File: src/rtl/swd_sw_pkg.sv
package swd_sw_pkg;
  typedef enum logic [2:0] {
    ST_REST,
    ST_LOW,
    ST_HIGH,
    ST_REQ,
    ST_WAIT
  } seq_state_t;

  localparam int unsigned PRE_ONES  = 64;
  localparam int unsigned KEY_W     = 16;
  localparam logic [15:0] KEY_WORD  = 16'hE79E;
  localparam int unsigned POST_ONES = 64;
  localparam int unsigned IDLE_LEN  = 8;
  localparam logic [7:0]  ID_CMD    = 8'hA5;
  localparam logic [2:0]  ACK_GOOD  = 3'b001;
endpackage

File: src/rtl/swd_sw_halfbit_timer.sv
module swd_sw_halfbit_timer #(
  parameter int unsigned DIV_W = 8
) (
  input  logic             clk,
  input  logic             rst,
  input  logic             load,
  input  logic [DIV_W-1:0] div,
  output logic             expire
);
  logic [DIV_W-1:0] cnt;

  always_ff @(posedge clk) begin
    if (rst) begin
      cnt <= '0;
    end else if (load) begin
      cnt <= div;
    end else if (cnt != '0) begin
      cnt <= cnt - 1'b1;
    end
  end

  assign expire = (cnt == '0);
endmodule

File: src/rtl/swd_sw_pattern_gen.sv
module swd_sw_pattern_gen #(
  parameter int unsigned PRE_N  = 64,
  parameter int unsigned KEY_N  = 16,
  parameter logic [KEY_N-1:0] KEY = '1,
  parameter int unsigned POST_N = 64,
  parameter int unsigned IDLE_N = 8,
  localparam int unsigned TOTAL = PRE_N + KEY_N + POST_N + IDLE_N,
  localparam int unsigned IDX_W = $clog2(TOTAL + 1)
) (
  input  logic [IDX_W-1:0] idx,
  output logic             bit_o
);
  localparam int unsigned KEY_END  = PRE_N + KEY_N;
  localparam int unsigned POST_END = KEY_END + POST_N;
  localparam int unsigned KSEL_W   = (KEY_N > 1) ? $clog2(KEY_N) : 1;

  logic [KSEL_W-1:0] key_sel;
  logic [IDX_W-1:0]  key_off;

  always_comb begin
    key_off = idx - IDX_W'(PRE_N);
    key_sel = key_off[KSEL_W-1:0];
    if (idx < IDX_W'(PRE_N))         bit_o = 1'b1;
    else if (idx < IDX_W'(KEY_END))  bit_o = KEY[key_sel];
    else if (idx < IDX_W'(POST_END)) bit_o = 1'b1;
    else                             bit_o = 1'b0;
  end
endmodule

File: src/rtl/swd_sw_rsp_eval.sv
module swd_sw_rsp_eval #(
  parameter logic [2:0] GOOD = 3'b001
) (
  input  logic [2:0] ack,
  input  logic       parity_err,
  output logic       ok
);
  always_comb ok = (ack == GOOD) && !parity_err;
endmodule

File: src/rtl/swd_switch_seq.sv
module swd_switch_seq
  import swd_sw_pkg::*;
#(
  parameter int unsigned DIV_W = 8
) (
  input  logic             clk,
  input  logic             rst,
  input  logic             start,
  input  logic [DIV_W-1:0] clk_div,
  output logic             swclk_o,
  output logic             swdio_o,
  output logic             swdio_oe,
  output logic             req_valid,
  input  logic             req_ready,
  output logic [7:0]       req_cmd,
  input  logic             rsp_valid,
  input  logic [2:0]       rsp_ack,
  input  logic             rsp_parity_err,
  output logic             done,
  output logic             link_ok
);
  localparam int unsigned TOTAL = PRE_ONES + KEY_W + POST_ONES + IDLE_LEN;
  localparam int unsigned IDX_W = $clog2(TOTAL + 1);
  localparam logic [IDX_W-1:0] LAST = IDX_W'(TOTAL - 1);

  seq_state_t       state;
  logic [IDX_W-1:0] idx;
  logic [IDX_W-1:0] nxt_idx;
  logic             nxt_bit;
  logic             tmr_load;
  logic             tmr_exp;
  logic             rsp_ok;

  assign nxt_idx  = (state == ST_REST) ? '0 : idx + 1'b1;
  assign tmr_load = ((state == ST_REST) && start) ||
                    (((state == ST_LOW) || (state == ST_HIGH)) && tmr_exp);
  assign req_cmd  = ID_CMD;

  swd_sw_halfbit_timer #(.DIV_W(DIV_W)) u_tmr (
    .clk(clk), .rst(rst), .load(tmr_load), .div(clk_div), .expire(tmr_exp)
  );

  swd_sw_pattern_gen #(
    .PRE_N(PRE_ONES), .KEY_N(KEY_W), .KEY(KEY_WORD),
    .POST_N(POST_ONES), .IDLE_N(IDLE_LEN)
  ) u_pat (
    .idx(nxt_idx), .bit_o(nxt_bit)
  );

  swd_sw_rsp_eval #(.GOOD(ACK_GOOD)) u_eval (
    .ack(rsp_ack), .parity_err(rsp_parity_err), .ok(rsp_ok)
  );

  always_ff @(posedge clk) begin
    if (rst) begin
      state     <= ST_REST;
      idx       <= '0;
      swclk_o   <= 1'b1;
      swdio_o   <= 1'b0;
      swdio_oe  <= 1'b0;
      req_valid <= 1'b0;
      done      <= 1'b0;
      link_ok   <= 1'b0;
    end else begin
      done    <= 1'b0;
      link_ok <= 1'b0;
      case (state)
        ST_REST: begin
          if (start) begin
            state    <= ST_LOW;
            idx      <= '0;
            swclk_o  <= 1'b0;
            swdio_o  <= nxt_bit;
            swdio_oe <= 1'b1;
          end
        end
        ST_LOW: begin
          if (tmr_exp) begin
            state   <= ST_HIGH;
            swclk_o <= 1'b1;
          end
        end
        ST_HIGH: begin
          if (tmr_exp) begin
            if (idx == LAST) begin
              state     <= ST_REQ;
              swdio_oe  <= 1'b0;
              swdio_o   <= 1'b0;
              req_valid <= 1'b1;
            end else begin
              state   <= ST_LOW;
              idx     <= nxt_idx;
              swclk_o <= 1'b0;
              swdio_o <= nxt_bit;
            end
          end
        end
        ST_REQ: begin
          if (req_ready) begin
            req_valid <= 1'b0;
            state     <= ST_WAIT;
          end
        end
        ST_WAIT: begin
          if (rsp_valid) begin
            done    <= 1'b1;
            link_ok <= rsp_ok;
            state   <= ST_REST;
          end
        end
        default: state <= ST_REST;
      endcase
    end
  end
endmodule

File: config.mk
export PLATFORM = sky130hd
export DESIGN_NAME = swd_switch_seq
export DESIGN_NICKNAME = d
export VERILOG_FILES = /design/src/rtl/swd_sw_pkg.sv /design/src/rtl/swd_sw_halfbit_timer.sv /design/src/rtl/swd_sw_pattern_gen.sv /design/src/rtl/swd_sw_rsp_eval.sv /design/src/rtl/swd_switch_seq.sv
export SDC_FILE = /design/constraint.sdc
export NUM_CORES = 1
export LEC_CHECK = 0
export BUFFER_PORTS_ARGS = -buffer_cell sky130_fd_sc_hd__buf_2
export CAP_MARGIN = 15
export CORE_MARGIN = 4
export CORE_UTILIZATION = 55
export CTS_CLUSTER_SIZE = 16
export DETAILED_ROUTE_END_ITERATION = 7
export PLACE_DENSITY = 0.76
export SYNTH_ARGS = -nofsm -noshare
export SYNTH_HDL_FRONTEND = slang
export SYNTH_SLANG_ARGS = --single-unit
export TNS_END_PERCENT = 10
File: constraint.sdc
create_clock -name clk -period 3 [get_ports clk]
set_clock_uncertainty 0.1 [all_clocks]
set_input_delay 0.15 -clock clk [delete_from_list [all_inputs] [get_ports clk]]
set_output_delay 0.15 -clock clk [all_outputs]
set_load 0.01 [all_outputs]
Yosys cells after proc, flatten, opt, wreduce, memory -nomap -nowiden

Memories as Yosys holds them, arrays and structs flattened.
Cells that the tools add are included.

Bitwise logic cells: 2
Shift-type cells: 0
Muxes and demuxes: 36
Add/sub/neg operators: 3
Multipliers: 0
Magnitude comparators: 4
Equal/unequal tests: 13
Divide/modulo/power cells: 0
Reduce and logical (&&, ||, !) cells: 21

Operators with widths:

| operator                                                               | number |
|---|---|
| 8-bit two-way mux                                                      | 6 |
| 1-bit two-way mux                                                      | 18 |
| 8-bit by 7-bit < comparator with 1-bit output (second input constant)  | 2 |
| 8-bit one-hot mux with 2 select lines                                  | 1 |
| 3-bit two-way mux                                                      | 5 |
| 3-bit one-hot mux with 5 select lines                                  | 1 |
| 2-bit inequality test (second input constant)                          | 6 |
| 4-bit AND reduction                                                    | 3 |
| 5-bit AND reduction                                                    | 2 |
| 8-bit by 1-bit adder with 8-bit output (second input constant)         | 1 |
| 8-bit equality test (second input constant)                            | 1 |
| 8-bit logical NOT                                                      | 1 |
| 8-bit < comparator (second input constant)                             | 1 |
| 8-bit nonzero test                                                     | 1 |
| 8-bit by 1-bit subtractor with 8-bit output (second input constant)    | 1 |
| 3-bit by 1-bit equality test with 1-bit output (second input constant) | 2 |
| 3-bit by 2-bit equality test with 1-bit output (second input constant) | 2 |
| 1-bit one-hot mux with 2 select lines                                  | 3 |
| 2-bit nonzero test                                                     | 3 |
| 4-bit by 5-bit < comparator with 1-bit output (second input constant)  | 1 |
| 4-bit by 1-bit subtractor with 4-bit output (second input constant)    | 1 |
| 3-bit equality test (second input constant)                            | 1 |
| 1-bit logical AND                                                      | 3 |
| 3-bit logical NOT                                                      | 1 |
| other kinds (10)                                                       | 12 |

Output and inout bits: 14
Logic and storage cells: 89
RAM bits: 0
Flip-flop bits (word level): 25
Memories kept: 1
Input bits: 17
Memory bits (read-only): 16
Bits in latches: 0

Memories:

| memory           | words | width | rd ports | clocked after memory_dff | wr ports | RTL line                 | text |
|---|---|---|---|---|---|---|---|
| (name not given) | 16    | 1     | 1        | 0                        | 0        | swd_sw_pattern_gen.sv:24 | `else if (idx < IDX_W'(KEY_END)) bit_o = KEY[key_sel];` |

Depth between registers and ports, before layout

Gate-level depths: netlist of the first run.

Depth in word-level cells: 10
Depth in mapped cells: 11

Cells and area by module

A second synthesis of the first run with hierarchy kept.

Cell total of the unflattened synthesis: 186
Area total of the unflattened synthesis: 1,595.3 µm²

Modules (own cells, without submodules):

| module               | times used | area each (µm²) | cells an instance | sequential area each (µm²) |
|---|---|---|---|---|
| swd_switch_seq       | 1          | 1,018.5         | 122               | 340.3 |
| swd_sw_halfbit_timer | 1          | 475.5           | 53                | 160.2 |
| swd_sw_pattern_gen   | 1          | 86.3            | 10                | 0.0 |
| swd_sw_rsp_eval      | 1          | 15.0            | 1                 | 0.0 |

Least setup slack after synthesis of the first run

No wires, ideal clock.

Kind: register to register
From: reg state[0]
To: reg swdio_o
Period minus slack after synthesis: 2.287 ns
Data required time: 2.768 ns
Cell stages (with the launch flop): 12
Library setup time: 0.132 ns
Setup slack: 0.713 ns
Arrival: 2.055 ns
Cell sequence: dfxtp_1 clkbuf_1 or3_1 clkbuf_1 and2_1 inv_1 ha_1 nor2b_1 a221oi_1 or3_1 o211ai_1 a21oi_1

Word-level cells in the longest chain between the ends: 10
Elaborated cells between the ends (all ways): 20
Classes of those cells: add/sub: 1; order compare: 3; eq/ne: 3; mux: 9; reduce/logical: 3; memory: 1

Ends and longest elaborated chain:

| what                                        | RTL line                                   | text |
|---|---|---|
| start, declared                             | swd_switch_seq.sv:26                       | `seq_state_t state;` |
| start signal, assigned                      | swd_switch_seq.sv:56                       | `state <= ST_REST;` |
| start signal, assigned                      | swd_switch_seq.sv:70                       | `state <= ST_LOW;` |
| start signal, assigned                      | swd_switch_seq.sv:79                       | `state <= ST_HIGH;` |
| 3-bit logical NOT                           | swd_switch_seq.sv:34, swd_switch_seq.sv:67 |  |
| 8-bit two-way mux                           | swd_switch_seq.sv:34                       | `assign nxt_idx = (state == ST_REST) ? '0 : idx + 1'b1;` |
| 4-bit by 1-bit subtractor with 4-bit output | swd_sw_pattern_gen.sv:21                   | `key_off = idx - IDX_W'(PRE_N);` |
| memory read 16 x 1 bit                      | -                                          |  |
| 1-bit two-way mux (not written as such)     | swd_sw_pattern_gen.sv:24                   |  |
| 1-bit two-way mux                           | swd_sw_pattern_gen.sv:24                   |  |
| 1-bit two-way mux                           | swd_sw_pattern_gen.sv:23                   | `if (idx < IDX_W'(PRE_N)) bit_o = 1'b1;` |
| 1-bit two-way mux                           | swd_switch_seq.sv:85                       | `if (idx == LAST) begin` |
| 1-bit two-way mux                           | swd_switch_seq.sv:84                       | `if (tmr_exp) begin` |
| 1-bit one-hot mux with 2 select lines       | swd_switch_seq.sv:67                       | `case (state)` |
| end signal, assigned                        | swd_switch_seq.sv:73                       | `swdio_o <= nxt_bit;` |
| end signal, assigned                        | swd_switch_seq.sv:94                       | `swdio_o <= nxt_bit;` |
| end, declared                               | swd_switch_seq.sv:11                       | `output logic swdio_o,` |

Parallel ways exist; a longest one is shown, timed or not. The select of a mux whose other input is x is not followed.
A chain may end at the register's enable or synchronous reset.

Worst setup path after layout of the first run

From: reg state[1]
To: reg swdio_o

The elaborated chain is that of the path after synthesis.

==> out/metrics.cfg, run 1 <==
[critical_path]
worst_setup_path_start_kind = flop
required_ns = 3.12
r2r.worst_path.cells = 9
cp_max_fo = 16
path_class = flop to flop
cp-end-kind = flop
critPathArrivalTime_ns = 2.64

[yosys]
yosysUniqueCellTypes = 54
async_flop_share_pct = 0
yosys.area.top_type = dfxtp_1
ys_seq_area_share_pct = 31.3
synth_edf_count = 0
synth_ff_type = dfxtp_1
netlist.area_leader.share_pct = 31.3
synth_area_um2 = 1600
yosys-top-cells-area = dfxtp_1 31%, a21oi_1 6.9%, nor2_1 5.9%
synth_seq_cells = 25
syn_avg_cell_area_um2 = 7.51
synth_warnings = 0
netlist_instances = 213
synth_common_cells = 25 x dfxtp_1, 25 x nor2_1, 22 x a21oi_1, 21 x nand2_1

[placement]
dp.cells = 250
place_hpwl_um = 2790
gp_congestion = 0.901
io_buffers = 22
pre_cts_ws_ns = 0.552

[die]
coreArea_um2 = 2760
die_h_um = 61.9
die_width_um = 61.9
ios = 31
num_rows = 19
dieArea_um2 = 3830
start_util_pct = 58.0

[hold_path]
holdPathStages = 3
hp-class = input pin to flop

[timing]
timing.final.ws_setup_ns = 0.485
tightest_slew_ns = 0.620
post-route-min-period_ns = 2.51
whs_ns = 0.0152
slew_viol_final = 0
hold_viol = 0
period_share_pct = 83.8
relSlewSlack_pct = 58.7
setup_tns_ns = 0
timing.fmax_mhz = 398
rsz0062_at_grt = no
setup_viol = 0

[power_and_ir_drop]
p_sw_share_pct = 44.8
power_frac_clock_pct = 11.8
combinationalPowerShare_pct = 51.7
pwr-share-seq_pct = 36.5
power_density_nw_per_um2 = 771
ir_drop_mv = 0.650
p_sw_uw = 610
totalPowerFinal_uw = 1360
p_int_uw = 751
p_leak_uw = 0.000725

[routing]
dr.pass1.iters = 4
detail-route-antenna-nets = 0
via_count = 1575
wl_um = 3870
vias_per_cell = 5.99
post_drt_wl_per_cell_um = 14.7
dr.first_iter.drc_count = 105
route.detailed.drc = 0

[grt]
antenna_found_initial = 0
grt_usage_pct = 22.8
overflow = 0
grt_pass1_wl_um = 6600
grt_pass1_vias = 1552
grt_max_degree = 18

[final_layout]
final_nets = 255
final_cell_count_no_fill = 263
n_antenna_cell = 0
area_delta_synth_final_pct = 10.4
fillers = 253
drive_above_1_share_pct = 14.2

[clock_network]
cts_resized = 0
root_buffer = clkbuf_4
cts_buffers = 3
clock_path_buffers = 2
cts.sinks = 25
postCtsSetupRepairBufs = 0
cts-hold-fix-buffers = 9
clk_pin_slew_ns = 0.15
clkLatencyLatePin_ns = 0.34
cts_tree = done
ctsHtreeMaxLevel = 1

[flow_run]
drv_cap = 0

[run_status]
status = completed

==> state kept, by name (all words and copies together), names as in the netlist <==
register   cells
swclk_o        1
done           1
swdio_o        1
idx            8
swdio_oe       1
u_tmr.cnt      8
state          3
req_valid      1
link_ok        1
==> worst paths after layout <==
check | start | to | slack [ns]
setup reg to reg | state[1] | swdio_o | 0.49
setup / recovery | state[1] | swdio_o | 0.49
hold reg to reg | req_valid | req_valid | 0.37
hold / removal | clk_div[2] | u_tmr.cnt[2] | 0.02
==> area by class of cell <==
class / count / area (um^2) / share of cell area, %
clock buffers: 3 / 22.5 / 1.28
repair buffers: 31 / 200 / 11.3
inverters: 6 / 22.5 / 1.28
flip-flops and latches: 25 / 500 / 28.3
well taps: 31 / 38.8 / 2.20
clock inverters: 1 / 5.00 / 0.283
multi-input cells: 166 / 976 / 55.3
==> layout by cell type, fill, tap and decap left out, types with 2 or more instances in the layout <==
cell	synthesis	routed
a31oi_1	3	3
mux2i_1	2	2
nor2_1	25	25
nand3_1	8	8
a21oi_1	22	22
nand3b_1	3	3
dlygate4sd3_1	0	9
xor2_1	5	5
o31ai_1	2	2
nand2_1	21	21
inv_1	6	6
or3_1	4	4
o211ai_1	2	2
dfxtp_1	25	25
nor2b_1	2	2
a211oi_1	2	2
ha_1	5	5
or2_2	2	2
conb_1	2	8
clkbuf_4	0	3
nor3_1	4	4
and3_1	2	2
buf_2	2	22
o21ai_1	2	2
o21ai_0	11	11
xnor2_1	4	4
==> metal layers <==
layer | global-route usage [%] | up-vias | share of wire, %
li1 | - | 775 | -
met1 | 27.8 | 742 | 43
met2 | 39.5 | 47 | 50
met3 | 2.89 | 11 | 4.2
met4 | 11.2 | 0 | 2.8
met5 | 0 | - | 0
==> power by group through the flow <==
stage                     Sequential [uW]  Combinational (uW)  Clock, uW
after global routing                  509                 802        178
after CTS                             493                 697        164
final                                 497                 705        160
after detailed placement              502                 681          0
after floorplan                       468                 588          0
after global placement                498                 657          0
==> worst max-delay path: stages (launching register included) <==
cell	delay [ns]
dfxtp_1	0.47
or3_1	0.51
and2_1	0.22
inv_1	0.06
ha_1	0.20
nor2b_1	0.15
a221oi_1	0.05
or3_1	0.37
o211ai_1	0.17
a21oi_1	0.09
==> metrics by stage <==
| stage | cell area [um^2] | util [%] |
|---|---|---|
| after floorplan | 1620 | - |
| after global placement | 1650 | 59.8 |
| after detailed placement | 1650 | 59.8 |
| after CTS | 1770 | 64.0 |
| after global routing | 1770 | 64.0 |
| final | 1770 | 64.0 |
==> cells by family after synthesis <==
kind of cell | after synthesis | share of synthesized area (%)
adder cells (fa/ha/maj) | 5 | 3.91
AO/OA/AOI/OAI | 55 | 20.7
other | 2 | 0.470
AND/OR/NAND/NOR | 86 | 27.6
XOR/XNOR | 9 | 4.93
flip-flops | 25 | 31.3
buffers and inverters | 28 | 9.08
multiplexers | 3 | 1.96
No activity file was read; power rests on OpenSTA's default activity.
==> run 2, diff against run 1 <==
Settings changed: ABC_AREA from default to 1.
Clock period 3 ns to 2.5 ns, I/O delays scaled along.
==> run 2 against run 1 <==
Net effect:
- non-clock buffer count unchanged
- combinational power up 34%
- area after synthesis up 1.1%
- maximum frequency up 26%
- sequential power up 19%
- clock-buffer cell count unchanged
- flip-flop and latch count unchanged
- hold slack worse by 0.013 ns
- critical path depth up 4
- synthesized cell count up 7.0%
- via count down 7.2%
- largest cell class unchanged
==> out/metrics.cfg, run 2 <==
[placement]
dp.cells = 276
place_area_um2 = 1710
place_hpwl_um = 2440
gp_congestion = 0.913
io_buffers = 22

[yosys]
synth_common_cells = 55 x nand2_1, 27 x inv_1, 25 x dfxtp_1, 21 x nor2_1, 16 x a21oi_1
post-synth-top-count-cell = nand2_1
netlist_instances = 228
async_flop_share_pct = 0
yosys-top-cells-area = dfxtp_1 31%, nand2_1 13%, inv_1 6.3%
synth_seq_cells = 25
syn_avg_cell_area_um2 = 7.09
yosysUniqueCellTypes = 33
netlist.area_leader.share_pct = 31.0
synth_warnings = 0
synth_area_um2 = 1620
synth_edf_count = 0
ys_seq_area_share_pct = 31.0
synth_ff_type = dfxtp_1
yosys.area.top_type = dfxtp_1

[final_layout]
final_common_cell = nand2_1
reg_top3 = idx x8, u_tmr.cnt x8, state x3
final_cell_mix = 55 x nand2_1, 27 x inv_1, 25 x dfxtp_1
final_nets = 281
final_cell_count_no_fill = 289
area_delta_synth_final_pct = 13.2
stdcell_area_um2 = 1830
drive_above_1_share_pct = 18.6
n_antenna_cell = 0

[die]
ios = 31
dieArea_um2 = 3870
num_rows = 19
coreArea_um2 = 2780
die_h_um = 62.2
start_util_pct = 58.1
die_width_um = 62.2

[hold_path]
holdPathStages = 3
hp-class = input pin to flop
hold_start = clk_div[6]
worstHoldEndpoint = u_tmr.cnt[6]

[routing]
dr.pass1.iters = 4
wl_um = 3270
via_count = 1461
post_drt_wl_per_cell_um = 11.3
vias_per_cell = 5.06
dr.first_iter.drc_count = 48
detail-route-antenna-nets = 0
route.detailed.drc = 0

[critical_path]
r2r_setup_slack_ns = 0.50
path_class = flop to flop
slowest_delay_ns = 0.50
reg2reg_to = swdio_o
path_common_cell = nand2_1
cp-end-kind = flop
required_ns = 2.67
critPathSlowestCell = dfxtp_1
path_cells = inv_2 -> nand2_4 -> inv_1 -> nor2_1 -> ha_1 -> nand3b_1 -> nand2_1 -> nand2_1 -> nand3_1 -> nand2_1 -> nand2_1 -> nand2_1 -> a21oi_1
cp_max_fo = 10
critPathTopFamily = simple AND/OR/NAND/NOR gates
critPathBufInv = 2
r2r_start = state[1]
r2r.worst_path.cells = 13
critPathArrivalTime_ns = 2.17
worst_setup_path_start_kind = flop

[clock_network]
clk_pin_slew_ns = 0.15
ctsHtreeMaxLevel = 1
postCtsSetupRepairBufs = 0
root_buffer = clkbuf_4
cts_buffers = 3
cts_tree = done
cts-hold-fix-buffers = 9
clkLatencyLatePin_ns = 0.33
cts.sinks = 25
clock_path_buffers = 2
cts_resized = 0

[grt]
grt_max_degree = 25
grt_usage_pct = 17.5
overflow = 0
grt_pass1_wl_um = 5770
antenna_found_initial = 0
grt_pass1_vias = 1382

[timing]
slew_viol_final = 0
whs_ns = 0.00228
timing.fmax_mhz = 501
setup_viol = 0
rsz0062_at_grt = no
post-route-min-period_ns = 2.00
setup_tns_ns = 0
period_share_pct = 79.9
hold_viol = 0

[flow_run]
drv_cap = 0

[power_and_ir_drop]
power_density_nw_per_um2 = 946
p_leak_uw = 0.000836
ir_drop_mv = 0.808

[run_status]
status = completed

[run 2: cell count changes in the layout (fill, tap and decap cells not counted), moves of 3 or more]
cell | previous run | this run
a21oi_1 | 22 | 16
inv_2 | 0 | 4
inv_1 | 6 | 27
nand2_1 | 21 | 55
o21ai_0 | 11 | 6
nand4_1 | 1 | 4
nor2_4 | 0 | 5
nand2_4 | 0 | 4
nor3_1 | 4 | 7
or3_1 | 4 | 0
nor2_1 | 25 | 21
[run 2: cell families (layout without fill, tap and decap cells)]
logic type	Yosys count	after routing	synth area share, %
and+or+nand+nor	113	113	36.3
buffers and inverters	44	68	13.0
adders and majority gates	5	5	3.87
DFF	25	25	31.0
AOI/OAI and AO/OA	33	33	12.2
xor gates and xnor gates	6	6	3.25
other	2	8	0.465
[run 2: area by class of cell]
cell class / count / area (um^2)
tap: 31 / 38.8
fill: 243 / 952
clock inverter: 1 / 7.51
inverter: 33 / 131
timing repair buffer: 31 / 200
multi-input combinational: 165 / 928
clock buffer: 3 / 22.5
sequential: 25 / 500
[run 2: worst max-delay path by stage]
| stage | end | start | cells past startpoint |
|---|---|---|---|
| 2_1_floorplan | swdio_o | state[1] | 13 |
| 3_3_place_gp | swdio_o | state[1] | 13 |
| 3_5_place_dp | swdio_o | state[1] | 13 |
| 4_1_cts | swdio_o | state[1] | 13 |
| 5_1_grt | swdio_o | state[1] | 13 |
| 6_report | swdio_o | state[1] | 13 |
[run 2: metrics by stage]
step	setup slack (ns)	util, %	power [uW]
after global placement	0.539	61.4	1530
after CTS	0.511	65.8	1740
after global routing	0.318	65.8	1880
final	0.503	65.8	1730
after floorplan	0.768	-	1390
after detailed placement	0.549	61.4	1530
[run 2: worst register-to-register path, cell delays in order (launching register included)]
cell      delay (ns)
dfxtp_1         0.50
inv_2           0.10
nand2_4         0.15
inv_1           0.09
nor2_1          0.14
ha_1            0.24
nand3b_1        0.15
nand2_1         0.08
nand2_1         0.05
nand3_1         0.07
nand2_1         0.05
nand2_1         0.06
nand2_1         0.05
a21oi_1         0.12
[run 2: power by group]
group / total [uW] / internal, uW / switching, uW
clock: 195 / 61.3 / 134
combinational: 945 / 367 / 578
sequential: 590 / 493 / 97.3
total: 1730 / 921 / 809
[run 2: layer usage]
metal	wire length (um)	part of all wire, %	GRT usage, %
met1	1460	45	21.0
met5	0	0	0
met4	55	1.7	5.15
met3	122	3.7	4.14
met2	1630	50	30.6
